<file path="src/rtl/msf_pkg.sv">
package msf_pkg;

  // Resolution of one request; bit 1 set means the request goes downstream.
  typedef enum logic [1:0] {
    ACT_BLK_ERR  = 2'd0,
    ACT_BLK_RAZ  = 2'd1,
    ACT_FWD_SEC  = 2'd2,
    ACT_FWD_NSEC = 2'd3
  } msf_act_e;

  localparam int SZ_W = 2;

  function automatic logic act_is_fwd(msf_act_e a);
    return a[1];
  endfunction

endpackage

</file>
<file path="src/rtl/msf_decide.sv">
module msf_decide
  import msf_pkg::*;
(
  input  logic     exempt_i,
  input  logic     ns_region_i,
  input  logic     mst_ns_i,
  input  logic     err_mode_i,
  output msf_act_e act_o
);

  always_comb begin
    if (exempt_i) begin
      act_o = mst_ns_i ? ACT_FWD_NSEC : ACT_FWD_SEC;
    end else if (ns_region_i) begin
      act_o = ACT_FWD_NSEC;
    end else if (!mst_ns_i) begin
      act_o = ACT_FWD_SEC;
    end else if (err_mode_i) begin
      act_o = ACT_BLK_ERR;
    end else begin
      act_o = ACT_BLK_RAZ;
    end
  end

endmodule

</file>
<file path="src/rtl/msf_ctl.sv">
module msf_ctl (
  input  logic clk,
  input  logic rst,
  input  logic mst_ns_i,
  input  logic err_mode_i,
  input  logic clr_i,
  input  logic viol_i,
  output logic mst_ns_q_o,
  output logic err_mode_q_o,
  output logic clr_q_o,
  output logic irq_o
);

  logic ns_q, em_q, clr_q, stat_q;

  always_ff @(posedge clk) begin
    if (rst) begin
      ns_q   <= 1'b0;
      em_q   <= 1'b0;
      clr_q  <= 1'b0;
      stat_q <= 1'b0;
    end else begin
      ns_q  <= mst_ns_i;
      em_q  <= err_mode_i;
      clr_q <= clr_i;
      if (clr_q) begin
        stat_q <= 1'b0;
      end else if (viol_i) begin
        stat_q <= 1'b1;
      end
    end
  end

  assign mst_ns_q_o   = ns_q;
  assign err_mode_q_o = em_q;
  assign clr_q_o      = clr_q;
  assign irq_o        = stat_q;

  // status stays set while no clear is latched
  p_sticky_r6: assert property (@(posedge clk) disable iff (rst)
    (stat_q && !clr_q) |=> stat_q);

endmodule

</file>
<file path="src/rtl/msf_xact.sv">
module msf_xact
  import msf_pkg::*;
#(
  parameter int AW = 32,
  parameter int DW = 64
) (
  input  logic            clk,
  input  logic            rst,
  input  logic            up_valid_i,
  output logic            up_ready_o,
  input  logic            up_write_i,
  input  logic [AW-1:0]   up_addr_i,
  input  logic [SZ_W-1:0] up_size_i,
  input  logic [DW-1:0]   up_wdata_i,
  output logic            up_rvalid_o,
  output logic            up_err_o,
  output logic [DW-1:0]   up_rdata_o,
  input  msf_act_e        act_i,
  output logic            acc_o,
  output logic            dn_valid_o,
  input  logic            dn_ready_i,
  output logic            dn_write_o,
  output logic [AW-1:0]   dn_addr_o,
  output logic [SZ_W-1:0] dn_size_o,
  output logic [DW-1:0]   dn_wdata_o,
  output logic            dn_secure_o,
  input  logic            dn_rvalid_i,
  input  logic            dn_err_i,
  input  logic [DW-1:0]   dn_rdata_i
);

  typedef enum logic [1:0] {S_IDLE, S_REQ, S_WAIT, S_RSP} st_e;

  st_e             st_q;
  logic            wr_q, sec_q, rerr_q;
  logic [AW-1:0]   addr_q;
  logic [SZ_W-1:0] size_q;
  logic [DW-1:0]   wdata_q, rdata_q;

  assign up_ready_o = (st_q == S_IDLE);
  assign acc_o      = up_valid_i && up_ready_o;

  always_ff @(posedge clk) begin
    if (rst) begin
      st_q    <= S_IDLE;
      wr_q    <= 1'b0;
      sec_q   <= 1'b0;
      rerr_q  <= 1'b0;
      addr_q  <= '0;
      size_q  <= '0;
      wdata_q <= '0;
      rdata_q <= '0;
    end else begin
      unique case (st_q)
        S_IDLE: begin
          if (acc_o) begin
            if (act_is_fwd(act_i)) begin
              wr_q    <= up_write_i;
              addr_q  <= up_addr_i;
              size_q  <= up_size_i;
              wdata_q <= up_wdata_i;
              sec_q   <= (act_i == ACT_FWD_SEC);
              st_q    <= S_REQ;
            end else begin
              rerr_q  <= (act_i == ACT_BLK_ERR);
              rdata_q <= '0;
              st_q    <= S_RSP;
            end
          end
        end
        S_REQ: begin
          if (dn_ready_i) begin
            if (dn_rvalid_i) begin
              rerr_q  <= dn_err_i;
              rdata_q <= dn_rdata_i;
              st_q    <= S_RSP;
            end else begin
              st_q <= S_WAIT;
            end
          end
        end
        S_WAIT: begin
          if (dn_rvalid_i) begin
            rerr_q  <= dn_err_i;
            rdata_q <= dn_rdata_i;
            st_q    <= S_RSP;
          end
        end
        S_RSP: st_q <= S_IDLE;
        default: st_q <= S_IDLE;
      endcase
    end
  end

  assign up_rvalid_o = (st_q == S_RSP);
  assign up_err_o    = rerr_q;
  assign up_rdata_o  = rdata_q;
  assign dn_valid_o  = (st_q == S_REQ);
  assign dn_write_o  = wr_q;
  assign dn_addr_o   = addr_q;
  assign dn_size_o   = size_q;
  assign dn_wdata_o  = wdata_q;
  assign dn_secure_o = sec_q;

  // a stalled downstream request holds its fields
  p_dn_hold_r11: assert property (@(posedge clk) disable iff (rst)
    (dn_valid_o && !dn_ready_i) |=>
      (dn_valid_o && $stable(dn_addr_o) && $stable(dn_secure_o) && $stable(dn_wdata_o)));

  // nothing new is accepted right after an acceptance
  p_busy_r11: assert property (@(posedge clk) disable iff (rst)
    acc_o |=> !up_ready_o);

  // downstream response returns unchanged
  p_rsp_pass_r10: assert property (@(posedge clk) disable iff (rst)
    (st_q == S_WAIT && dn_rvalid_i) |=>
      (up_rvalid_o && up_err_o == $past(dn_err_i) && up_rdata_o == $past(dn_rdata_i)));

endmodule

</file>
<file path="src/rtl/msec_filter.sv">
module msec_filter
  import msf_pkg::*;
#(
  parameter int AW = 32,
  parameter int DW = 64
) (
  input  logic            clk,
  input  logic            rst,
  input  logic            mst_ns_i,
  input  logic            err_mode_i,
  input  logic            irq_clr_i,
  output logic            irq_o,
  input  logic            up_valid_i,
  output logic            up_ready_o,
  input  logic            up_write_i,
  input  logic [AW-1:0]   up_addr_i,
  input  logic [1:0]      up_size_i,
  input  logic [DW-1:0]   up_wdata_i,
  output logic            up_rvalid_o,
  output logic            up_err_o,
  output logic [DW-1:0]   up_rdata_o,
  output logic [AW-1:0]   lk_addr_o,
  input  logic            lk_exempt_i,
  input  logic            lk_ns_i,
  output logic            dn_valid_o,
  input  logic            dn_ready_i,
  output logic            dn_write_o,
  output logic [AW-1:0]   dn_addr_o,
  output logic [1:0]      dn_size_o,
  output logic [DW-1:0]   dn_wdata_o,
  output logic            dn_secure_o,
  input  logic            dn_rvalid_i,
  input  logic            dn_err_i,
  input  logic [DW-1:0]   dn_rdata_i
);

  msf_act_e act;
  logic     acc, ns_q, em_q, clr_q;

  assign lk_addr_o = up_addr_i;

  msf_ctl u_ctl (
    .clk          (clk),
    .rst          (rst),
    .mst_ns_i     (mst_ns_i),
    .err_mode_i   (err_mode_i),
    .clr_i        (irq_clr_i),
    .viol_i       (acc && act == ACT_BLK_ERR),
    .mst_ns_q_o   (ns_q),
    .err_mode_q_o (em_q),
    .clr_q_o      (clr_q),
    .irq_o        (irq_o)
  );

  msf_decide u_decide (
    .exempt_i    (lk_exempt_i),
    .ns_region_i (lk_ns_i),
    .mst_ns_i    (ns_q),
    .err_mode_i  (em_q),
    .act_o       (act)
  );

  msf_xact #(.AW(AW), .DW(DW)) u_xact (
    .clk         (clk),
    .rst         (rst),
    .up_valid_i  (up_valid_i),
    .up_ready_o  (up_ready_o),
    .up_write_i  (up_write_i),
    .up_addr_i   (up_addr_i),
    .up_size_i   (up_size_i),
    .up_wdata_i  (up_wdata_i),
    .up_rvalid_o (up_rvalid_o),
    .up_err_o    (up_err_o),
    .up_rdata_o  (up_rdata_o),
    .act_i       (act),
    .acc_o       (acc),
    .dn_valid_o  (dn_valid_o),
    .dn_ready_i  (dn_ready_i),
    .dn_write_o  (dn_write_o),
    .dn_addr_o   (dn_addr_o),
    .dn_size_o   (dn_size_o),
    .dn_wdata_o  (dn_wdata_o),
    .dn_secure_o (dn_secure_o),
    .dn_rvalid_i (dn_rvalid_i),
    .dn_err_i    (dn_err_i),
    .dn_rdata_i  (dn_rdata_i)
  );

  logic sec_blk;
  assign sec_blk = acc && !lk_exempt_i && !lk_ns_i && ns_q;

  p_exempt_tag_r1: assert property (@(posedge clk) disable iff (rst)
    (acc && lk_exempt_i) |=> (dn_valid_o && dn_secure_o == !$past(ns_q)));

  p_nsreg_tag_r2: assert property (@(posedge clk) disable iff (rst)
    (acc && !lk_exempt_i && lk_ns_i) |=> (dn_valid_o && !dn_secure_o));

  p_sec_pass_r3: assert property (@(posedge clk) disable iff (rst)
    (acc && !lk_exempt_i && !lk_ns_i && !ns_q) |=> (dn_valid_o && dn_secure_o));

  p_raz_blk_r4: assert property (@(posedge clk) disable iff (rst)
    (sec_blk && !em_q) |=> (up_rvalid_o && !up_err_o && up_rdata_o == '0 && !dn_valid_o));

  p_err_blk_r5: assert property (@(posedge clk) disable iff (rst)
    (sec_blk && em_q) |=> (up_rvalid_o && up_err_o && !dn_valid_o));

  p_irq_set_r6: assert property (@(posedge clk) disable iff (rst)
    (sec_blk && em_q && !clr_q) |=> irq_o);

  p_clr_hold_r7: assert property (@(posedge clk) disable iff (rst)
    irq_clr_i |-> ##2 !irq_o);

  p_raz_quiet_r8: assert property (@(posedge clk) disable iff (rst)
    (sec_blk && !em_q && !irq_o) |=> !irq_o);

  p_fwd_keep_r10: assert property (@(posedge clk) disable iff (rst)
    (acc && act_is_fwd(act)) |=>
      (dn_addr_o == $past(up_addr_i) && dn_size_o == $past(up_size_i) &&
       dn_write_o == $past(up_write_i)));

endmodule

</file>
<file path="config.mk">
export PLATFORM = sky130hd
export DESIGN_NAME = msec_filter
export DESIGN_NICKNAME = d
export VERILOG_FILES = /design/src/rtl/msf_pkg.sv /design/src/rtl/msf_decide.sv /design/src/rtl/msf_ctl.sv /design/src/rtl/msf_xact.sv /design/src/rtl/msec_filter.sv
export SDC_FILE = /design/constraint.sdc
export NUM_CORES = 1
export LEC_CHECK = 0
export BUFFER_PORTS_ARGS = -buffer_cell sky130_fd_sc_hd__buf_4
export CAP_MARGIN = 25
export CORE_AREA = 8 8 141 143
export DETAILED_ROUTE_END_ITERATION = 6
export DIE_AREA = 0 0 149 151
export PLACE_DENSITY = 0.79
export SYNTH_ARGS = -nofsm -noshare
export SYNTH_HDL_FRONTEND = slang
export SYNTH_SLANG_ARGS = --single-unit
</file>
<file path="constraint.sdc">
create_clock -name clk -period 1.9 [get_ports clk]
set_clock_uncertainty 0.05 [all_clocks]
set_input_delay 0.38 -clock clk [delete_from_list [all_inputs] [get_ports clk]]
set_output_delay 0.38 -clock clk [all_outputs]
set_load 0.01 [all_outputs]
</file>
* Yosys cells after proc, flatten, opt, wreduce, memory -nomap -nowiden *
Cells that the tools add are included.

word-level totals
  logic and storage cells = 50
  input bits = 174
  bits in registers = 171
  output and inout bits = 201

operators by class
  equality and inequality tests = 8
  reduce and logical (&&, ||, !) cells = 9
  multiplexer cells = 21

operators by type and width
  operator                                             number
  two-way mux 64 bit                                   4
  one-hot mux 64 bit (3 select lines)                  1
  two-way mux 2 bit                                    7
  one-hot mux 2 bit (4 select lines)                   1
  two-way mux 1 bit                                    7
  equality test 2 bit, second input constant           3
  != test 2 bit, second input constant                 3
  AND reduction 3 bit                                  2
  zero test 2 bit                                      2
  AND reduction 4 bit                                  1
  one-hot mux 1 bit (3 select lines)                   1
  nonzero test 3 bit                                   1
  equality test 2 x 1 -> 1 bit, second input constant  1
  logical AND 1 bit                                    2
  != test 2 x 1 -> 1 bit, second input constant        1
  OR reduction 2 bit                                   1

* Depth between registers and ports, before layout *
Gate-level depths: netlist (run 1).

  depth in word-level cells = 8
  depth in mapped cells = 9
  mapped depth without buffers = 6

* Modules after synthesis *
Synthesis (run 1) repeated with hierarchy kept, for this count alone.

second synthesis, totals
  cell total of the unflattened synthesis = 809
  area, all modules = 6600.1 µm²

by module, submodules not included
  module       cells an instance  seq. area each (µm²)  times used  area an instance (µm²)
  msf_xact     762                3343.2                1           6208.5
  msec_filter  33                 0.0                   1           252.7
  msf_ctl      9                  80.1                  1           112.6
  msf_decide   5                  0.0                   1           26.3

* Worst setup path after synthesis (run 1) *
OpenSTA, ideal clock, no wires.

  path type = register to register
  from = reg u_xact.st_q[1]
  to = reg u_xact.rdata_q[10] (netlist: u_xact.up_rdata_o[10])
  library setup time = 0.070 ns
  period minus slack after synthesis = 2.060 ns
  path buffers = 3
  arrival time = 1.940 ns
  cell stages (with the launch flop) = 10
  setup slack = -0.160 ns
  cells stage by stage = dfxtp_1 inv_1 ha_1 clkbuf_1 mux2i_1 a2111o_1 buf_2 clkbuf_1 nand2_1 a21oi_1

on the way
  cells in the longest elaborated chain, start to end = 4

RTL lines
  element                               line                            RTL
  from (decl)                           msf_xact.sv:34                  st_e st_q;
  from (signal assigned)                msf_xact.sv:45                  st_q <= S_IDLE;
  from (signal assigned)                msf_xact.sv:63                  st_q <= S_REQ;
  from (signal assigned)                msf_xact.sv:67                  st_q <= S_RSP;
  zero test 2 bit                       msf_xact.sv:40, msf_xact.sv:54
  logical AND 1 bit                     msf_xact.sv:41                  assign acc_o = up_valid_i && up_ready_o;
  != test 2 bit (no source line)        n/a
  AND reduction 4 bit (no source line)  n/a
  to (signal assigned)                  msf_xact.sv:75                  rdata_q <= dn_rdata_i;
  to (signal assigned)                  msf_xact.sv:85                  rdata_q <= dn_rdata_i;
  to (decl)                             msf_xact.sv:38                  logic [DW-1:0] wdata_q, rdata_q;

Parallel ways exist; a longest one is shown, timed or not.
A chain may end at the register's enable or synchronous reset.

* Final worst setup path (run 1) *
  from = reg u_xact.st_q[1]
  to = reg u_xact.rdata_q[23] (netlist: u_xact.up_rdata_o[23])

Same word-level chain as after synthesis.

==> results of run 1 <==
==> report_power, final <==
group / leakage [nW] / switching (mW) / internal, mW / total, mW
clock network: 0.267 / 1.47 / 1.84 / 3.32
logic: 2.84 / 2.80 / 2.51 / 5.30
registers: 1.40 / 0.362 / 4.25 / 4.61
total: 4.50 / 4.63 / 8.60 / 13.2
==> routing by layer <==
| layer | GRT usage [%] | part of all wire [%] | up-vias |
|---|---|---|---|
| met3 | 7.26 | 9.3 | 36 |
| li1 | - | - | 3257 |
| met4 | 7.37 | 2.4 | 0 |
| met5 | 0 | 0 | - |
| met2 | 33.0 | 50 | 263 |
| met1 | 21.2 | 38 | 3080 |
==> cells in the final DEF (no fill, tap or decap), types with 3 or more instances in the layout <==
| cell type | count |
|---|---|
| a21oi_1 | 153 |
| a21oi_2 | 10 |
| buf_12 | 11 |
| buf_4 | 398 |
| buf_6 | 4 |
| clkbuf_16 | 20 |
| clkinv_2 | 3 |
| clkinvlp_4 | 3 |
| dfxtp_1 | 168 |
| ha_1 | 4 |
| inv_6 | 4 |
| nand2_1 | 251 |
| nand2_2 | 13 |
| nand3_1 | 56 |
| nand3_2 | 8 |
| nor2_1 | 3 |
| nor2b_1 | 5 |
==> repair_timing <==
| item | in CTS | in global routing |
|---|---|---|
| gates cloned | 3 | 4 |
| gates resized for setup | 12 | 36 |
| buffers inserted | 3 | 0 |
| pin swaps | 2 | 5 |
| endpoints found under the setup margin | 65 | 65 |
==> synth_stat cells <==
cell type	number	share of area, %
a2111o_1	1	0.18
nor2_1	5	0.30
nor3b_1	1	0.12
o21ai_0	1	0.079
a41oi_1	1	0.14
buf_2	6	0.47
a2111oi_4	1	0.43
nor3_1	2	0.16
ha_1	5	0.99
a311oi_1	1	0.14
inv_1	2	0.12
buf_4	32	3.8
nand2_1	264	16
dfxtp_1	171	54
nor2b_1	6	0.59
a211oi_1	2	0.24
nand3b_1	1	0.12
mux2i_1	3	0.47
clkbuf_1	50	3.0
o22ai_1	1	0.099
a221oi_1	1	0.14
buf_6	5	0.89
a21oi_1	163	13
nand3_1	65	5.1
or3b_1	1	0.14
==> through the flow <==
stage          setup slack, ps  util (%)  TNS, ps
2_1_floorplan            -1.86         -     -111
3_3_place_gp              -151      52.9    -7690
3_5_place_dp              -177      52.9    -9070
4_1_cts                  -1.87      57.0    -2.81
5_1_grt                  -73.6      58.2    -2870
6_report                 -22.8      58.2     -109
==> flip-flops by register name (all words and copies together), names as in the netlist <==
name,count
u_xact.up_err_o,1
u_xact.st_q,2
u_ctl.irq_o,1
u_xact.dn_write_o,1
u_ctl.err_mode_q_o,1
u_xact.dn_size_o,2
u_xact.dn_wdata_o,64
u_xact.up_rdata_o,64
u_ctl.clr_q_o,1
u_xact.dn_secure_o,1
u_ctl.mst_ns_q_o,1
u_xact.dn_addr_o,32
==> layout make-up <==
type / count / area share, %
inverter: 2 / 0.0975
tap: 229 / 2.79
sequential: 171 / 33.4
timing repair buffer: 419 / 33.3
multi-input combinational: 525 / 25.1
clock buffer: 18 / 4.28
clock inverter: 12 / 1.11
==> logic make-up (layout without fill, tap and decap cells) <==
group	Yosys count	in the layout	share of synthesized area (%)
simple gates	345	345	22.1
compound gates	172	172	14.3
flops	171	171	53.9
buf+inv	95	451	8.22
fa+ha+maj	5	5	0.985
mux	3	3	0.473
==> worst max path at each step <==
stage	to	startpoint	depth (start not counted)	slack, ps
floorplan	u_xact.up_rdata_o[10]	u_xact.st_q[1]	9	-2
global placement	u_xact.up_rdata_o[20]	lk_ns_i	7	-150
detailed placement	u_xact.up_rdata_o[21]	lk_ns_i	7	-180
CTS	u_xact.up_rdata_o[7]	u_xact.st_q[1]	8	-2
global route	u_xact.up_rdata_o[23]	u_xact.st_q[1]	8	-70
finish	u_xact.up_rdata_o[23]	u_xact.st_q[1]	8	-20
==> run metrics, run 1 <==
outcome finished, violations left; failing checks setup timing; Antenna Nets Post-Route 0; layout cells sized above 1 43.1%; Max-cap violations 0; Initial Util 36.0%; post-synthesis register bit count 171; Worst-Margin Slew 344 ps; max incr delay on CP 450 ps; Final HPWL DP 16800 um; Port Buffers 374; syn avg cell area 8.03 sq um; Ports 375; vias per cell 4.82; Hold Startpoint mst_ns_i; Die H 151 um; Slew Viols, Final 0; CTS clk-pin slew, worst paths 70 ps; vias 6636; Finished Cell Area 10300 sq um; hold path depth 2; critical-path cell list inv_2, ha_4, mux2i_4, a2111o_2, buf_12, buf_12, nand2_1, a21oi_1; WP buf/inv 3; total chip power 13.2 mW; crit share post-route 101%; reg2reg end u_xact.up_rdata_o[23]; clk buf depth 2; RSZ-0062 raised after global routing true; dpl cells 1336; worst path required time 2150 ps; Die W 149 um; fillcell total 1543; CTS tree yes; Reg2Reg Launch Point u_xact.st_q[1]; Leakage 4.50 nW; PnR worst setup slack -22.8 ps; post-DR wirelength/cell 17.0 um; Final setup viols 18; Fin. Hold Viols 0; cell area after synthesis 6350 sq um; Cell Area, Placed 9350 sq um; GRT Total Usage 19.2%; TritonCTS Buffers 17; CTS root buf clkbuf_16; Synth Instances 791; RD Place Congestion 0.811; Worst slew margin 77.0%; CP max stage cell a2111o_2; reg2reg setup slack -20 ps; Max FO, Critical Path 16; YS warnings 0; Seq. cell area 3430 sq um; global-route wire length before repair 34400 um; CP dominant cell by count buf_12; P per Cell Area 1290 nW/um^2; largest net degree at the start of global routing 68; worst-skew pair later-pin latency 420 ps; Mapped Nets 970; DR iter-0 viols 391; kind of start point of the critical path flip-flop; Worst VDD drop 1030 uV; multi-input logic area 2570 sq um; Worst Path Arrival 2170 ps; Yosys cell types 25; initial antenna violation count 0; die area 22500 sq um; final WL 23400 um; critical path class reg -> reg; Rows 49; Worst Setup End Kind flip-flop; worst min path class in -> reg; H-tree Lvls 4; Finished Layout Cells 1376; First-pass DRT Iterations 5; # hold bufs at CTS 0; layout net count 1315; n_diodes 0; vias in the first global route 6469; TritonCTS Sinks 171; Fin Hold WS 126 ps; Period minus WS final 1920 ps; Seq/Total Area, Yosys 53.9%; Crit path max-delay family compound AO/OA/AOI/OAI gates; WHS Endpoint u_ctl.mst_ns_q_o; R2R depth 8; DRC violations left 0; total gr overflow 0; f_max 520 MHz; area grow syn2layout 61.7%; Core Box Area 17700 sq um
(Power assumes the default switching activity.)
==> run 2, diff against run 1 <==
--- a/config.mk
+++ b/config.mk
@@ -7,10 +7,10 @@
 export LEC_CHECK = 0
 export BUFFER_PORTS_ARGS = -buffer_cell sky130_fd_sc_hd__buf_4
 export CAP_MARGIN = 25
-export CORE_AREA = 8 8 141 143
+export CORE_AREA = 2 2 144 146
 export DETAILED_ROUTE_END_ITERATION = 6
-export DIE_AREA = 0 0 149 151
-export PLACE_DENSITY = 0.79
+export DIE_AREA = 0 0 146 148
+export PLACE_DENSITY = 0.65
 export SYNTH_ARGS = -nofsm -noshare
 export SYNTH_HDL_FRONTEND = slang
 export SYNTH_SLANG_ARGS = --single-unit
==> constraint.sdc (replaced) <==
create_clock -name clk -period 2.2 [get_ports clk]
set_clock_uncertainty 0.05 [all_clocks]
set_input_delay 0.44 -clock clk [delete_from_list [all_inputs] [get_ports clk]]
set_output_delay 0.44 -clock clk [all_outputs]
set_load 0.01 [all_outputs]
==> run metrics, run 2 (same netlist as run 1, synthesis figures left out) <==
worst-skew pair later-pin latency 410 ps; Fin. Hold Viols 0; # hold bufs at CTS 0; Reg2Reg Launch Point u_xact.st_q[1]; reg2reg end u_xact.up_rdata_o[6]; Clk pwr share 27.2%; Final setup viols 0; DRC violations left 0; vias in the first global route 6136; TritonCTS Buffers 17; Max-cap violations 0; CP endpoint u_xact.up_rdata_o[6]; global-route wire length before repair 31700 um; internal power 7.02 mW; Fin Hold WS 192 ps; critical-path cell list inv_1, ha_1, nor2b_1, a2111oi_4, buf_12, buf_12, nand3_1, a21oi_1; Worst slew margin 53.2%; Finished Cell Area 9920 sq um; Antenna Nets Post-Route 0; sequential share of power 36.8%; CP max stage cell dfxtp_1; H-tree Lvls 4; NetSw 3.76 mW; die area 21600 sq um; Port Buffers 374; layout cells sized above 1 38.6%; dpl cells 1368; critical path class reg -> reg; RSZ-0062 raised after global routing false; most frequent cells in the layout 389 x buf_4, 264 x nand2_1, 171 x dfxtp_1, 163 x a21oi_1, 64 x nand3_1; reg2reg setup slack 170 ps; outcome completed; Finished Layout Cells 1399; initial antenna violation count 0; Worst Path Arrival 2320 ps; n_diodes 0; R2R depth 8; Final HPWL DP 14900 um; kind of start point of the critical path flip-flop; First-pass DRT Iterations 5; Logic pwr share 36.0%; GRT Total Usage 18.1%; final WL 20500 um; P per Cell Area 1090 nW/um^2; most common cell after layout, fill and taps aside buf_4; post-DR wirelength/cell 14.7 um; CTS root buf clkbuf_16; worst path required time 2490 ps; CTS tree yes; largest net degree at the start of global routing 106; Cell Area, Placed 9340 sq um; Worst-Margin Slew 702 ps; clk buf depth 2; PnR worst setup slack 167 ps; Worst Setup End Kind flip-flop; total chip power 10.8 mW; RD Place Congestion 0.784; final core occ 49.5%; vias 6446; Initial Util 31.7%; Worst VDD drop 572 uV; layout net count 1296; total gr overflow 0; post-place setup slack -26.5 ps; Slew Viols, Final 0; Core Box Area 20000 sq um; worst min path class in -> reg; Period minus WS final 2030 ps; Ports 375; switch share 34.9%; TritonCTS Sinks 171; f_max 492 MHz; crit share post-route 92.4%; area grow syn2layout 56.2%; CP dominant cell by count buf_12; Leakage 4.34 nW; DR iter-0 viols 282; Setup crit start u_xact.st_q[1]; Die H 148 um; Max FO, Critical Path 18; Die W 146 um; max incr delay on CP 390 ps; TNS Setup 0 ps; Rows 52; CTS clk-pin slew, worst paths 70 ps; vias per cell 4.61
==> run 2: cell count changes in the layout (fill, tap and decap cells not counted), sizes merged <==
| cell | before | now |
|---|---|---|
| bufbuf | 1 | 0 |
| clkinv | 3 | 4 |
| inv | 7 | 6 |
| buf | 415 | 400 |
| clkbuf | 21 | 19 |
==> run 2: worst min-delay path by stage <==
stage	from	slack, ps	endpoint	cells after the start
floorplan	u_ctl.clr_q_o	330	u_ctl.irq_o	1
global placement	u_ctl.clr_q_o	330	u_ctl.irq_o	1
detailed placement	u_ctl.clr_q_o	340	u_ctl.irq_o	1
CTS	irq_clr_i	180	u_ctl.clr_q_o	2
global route	irq_clr_i	180	u_ctl.clr_q_o	2
finish	irq_clr_i	190	u_ctl.clr_q_o	2
==> run 2: worst max-delay path, delay by kind of cell (launching register included) <==
kind                       cells  cell delay (ps)
DFF                            1              390
and+or+nand+nor                2              280
adders and majority gates      1              220
buffers and inverters          3              450
AOI/OAI and AO/OA              2              560
==> run 2: cell type report <==
cell class / count / area [sq um]
Fill cell: 2007 / 10100
Clock buffer: 19 / 443
Tap cell: 270 / 338
Multi-Input combinational cell: 525 / 2430
Clock inverter: 12 / 135
Inverter: 2 / 7.51
Sequential cell: 171 / 3420
Timing Repair Buffer: 400 / 3140
==> run 2: what timing repair did <==
action                     CTS  global route
resized for setup            0             1
buffers inserted             0             0
setup endpoints to repair    0             5
==> run 2: power by group through the flow <==
| stage | logic [mW] | clock network (mW) | registers, mW |
|---|---|---|---|
| after CTS | 3.92 | 3.03 | 3.96 |
| after global placement | 3.90 | 0 | 4.01 |
| after global routing | 4.24 | 3.15 | 4.03 |
| final | 3.88 | 2.94 | 3.96 |
| after floorplan | 1.74 | 0 | 4.27 |
| after detailed placement | 3.91 | 0 | 4.03 |
==> run 2: routing by layer <==
| metal | wire length, um | vias to the layer above | global-route usage (%) |
|---|---|---|---|
| met5 | 0 | - | 0 |
| met4 | 478 | 0 | 6.50 |
| met2 | 10300 | 243 | 31.3 |
| met1 | 8230 | 2956 | 21.0 |
| li1 | - | 3214 | - |
| met3 | 1540 | 33 | 6.05 |
==> run 3, diff against run 2 <==
--- a/config.mk
+++ b/config.mk
@@ -5,12 +5,14 @@
 export SDC_FILE = /design/constraint.sdc
 export NUM_CORES = 1
 export LEC_CHECK = 0
+export ABC_AREA = 1
 export BUFFER_PORTS_ARGS = -buffer_cell sky130_fd_sc_hd__buf_4
 export CAP_MARGIN = 25
-export CORE_AREA = 2 2 144 146
+export CORE_AREA = 2 2 145 147
 export DETAILED_ROUTE_END_ITERATION = 6
-export DIE_AREA = 0 0 146 148
-export PLACE_DENSITY = 0.65
+export DIE_AREA = 0 0 147 149
+export PLACE_DENSITY = 0.69
+export SKIP_CTS_REPAIR_TIMING = 1
 export SYNTH_ARGS = -nofsm -noshare
 export SYNTH_HDL_FRONTEND = slang
 export SYNTH_SLANG_ARGS = --single-unit
==> run metrics, run 3 <==
outcome completed; Die H 149 um; Async SR Flop Fraction 0%; Port Buffers 374; vias in the first global route 6561; share of the synthesized area in the top cell type 48.2%; GRT Total Usage 19.4%; post-synthesis register bit count 171; Yosys cell types 21; Fin. Hold Viols 0; crit share post-route 88.3%; Worst Setup End Kind flip-flop; Slew Viols, Final 0; total gr overflow 0; total chip power 13.6 mW; vias 7221; Core Box Area 20600 sq um; critical path class reg -> reg; Rows 53; layout net count 1524; First-pass DRT Iterations 4; Synth area leader dfxtp_1; YS warnings 0; die area 21900 sq um; clk buf depth 2; most frequent cells in the layout 380 x buf_4, 314 x nor2_1, 185 x nand2_1, 171 x dfxtp_1, 102 x o21ai_0; RSZ-0062 raised after global routing false; vias per cell 4.42; worst min path class in -> reg; global-route wire length before repair 33900 um; met1 Track Usage GR 22.9%; kind of start point of the critical path flip-flop; most common cell after layout, fill and taps aside buf_4; final core occ 51.2%; Worst-Margin Slew 411 ps; Mapped Nets 1213; Cell Area, Placed 9910 sq um; met3 Resource Use GR 7.92%; TritonCTS Sinks 171; CTS root buf clkbuf_16; area grow syn2layout 48.2%; DRC violations left 0; Synth Instances 1034; worst-skew pair later-pin latency 410 ps; CTS clk-pin slew, worst paths 70 ps; final WL 21800 um; Worst VDD drop 680 uV; fillcell total 2074; global routing's busiest layer met2; initial antenna violation count 0; Finished Layout Cells 1633; EDFF count, synth 0; TritonCTS Buffers 17; syn avg cell area 6.87 sq um; Antenna Nets Post-Route 0; CTS tree yes; DR iter-0 viols 315; most frequent cell after synthesis nor2_1; layout cells sized above 1 31.4%; largest net degree at the start of global routing 101; Fin Hold WS 174 ps; met2 Use GR 32.7%; cell area after synthesis 7100 sq um; Ports 375; cells taking the most area after synthesis dfxtp_1 48%, nor2_1 17%, nand2_1 9.8%; Final setup viols 0; dpl cells 1601; Synth Flop Type dfxtp_1; Die W 147 um; worst path required time 2460 ps; Period minus WS final 1940 ps; Final HPWL DP 15500 um; Initial Util 34.6%; most frequent cells after synthesis 314 x nor2_1, 186 x nand2_1, 171 x dfxtp_1; f_max 515 MHz; Worst slew margin 72.6%; Finished Cell Area 10500 sq um; H-tree Lvls 4; Leakage 5.62 nW; RD Place Congestion 0.775; PnR worst setup slack 258 ps; Worst Path Arrival 2200 ps; Seq/Total Area, Yosys 48.2%; n_diodes 0; post-DR wirelength/cell 13.3 um; TNS Setup 0 ps; Max-cap violations 0; post-place setup slack 279 ps; P per Cell Area 1300 nW/um^2; Max FO, Critical Path 67
==> run 3: report_power, final <==
group          internal (mW)  switching [mW]
Clock                   1.86            1.35
Combinational           2.55            3.43
Sequential              3.99           0.473
==> run 3: logic make-up after synthesis <==
logic type	Yosys count	share of synthesized area [%]
fa+ha+maj	5	0.881
compound gates	129	9.09
flops	171	48.2
buf+inv	198	13.1
simple gates	531	28.8
==> run 3: final timing paths <==
path,cells after the start,to,slack (ps),start
hold / removal,3,u_ctl.err_mode_q_o,170,err_mode_i
setup reg to reg,10,u_xact.up_rdata_o[9],260,u_xact.st_q[0]
hold reg to reg,2,u_ctl.irq_o,400,u_ctl.irq_o
setup / recovery,10,u_xact.up_rdata_o[9],260,u_xact.st_q[0]
==> run 3: layer usage <==
layer | vias to the layer above | share of wire, %
met4 | 0 | 1.2
li1 | 3714 | -
met3 | 18 | 9.7
met2 | 260 | 49
met5 | - | 0
met1 | 3229 | 40
==> run 3: area by class of cell <==
cell class	instances	area [sq um]	area share, %
clock buffers	19	443	4.21
clock inverters	13	178	1.69
inverters	103	390	3.71
multi-input cells	665	2760	26.2
flip-flops and latches	171	3420	32.5
well taps	275	344	3.27
repair buffers	387	2990	28.4
==> run 3: worst max-delay path: stages (launching register included) <==
cell and delay (ps):
dfxtp_1 410, inv_1 110, ha_2 380, inv_2 50, nand2_1 60, nand2_1 80, nor2_4 130, nand2_2 130
buf_12 220, nor2_1 130, nor2_1 50
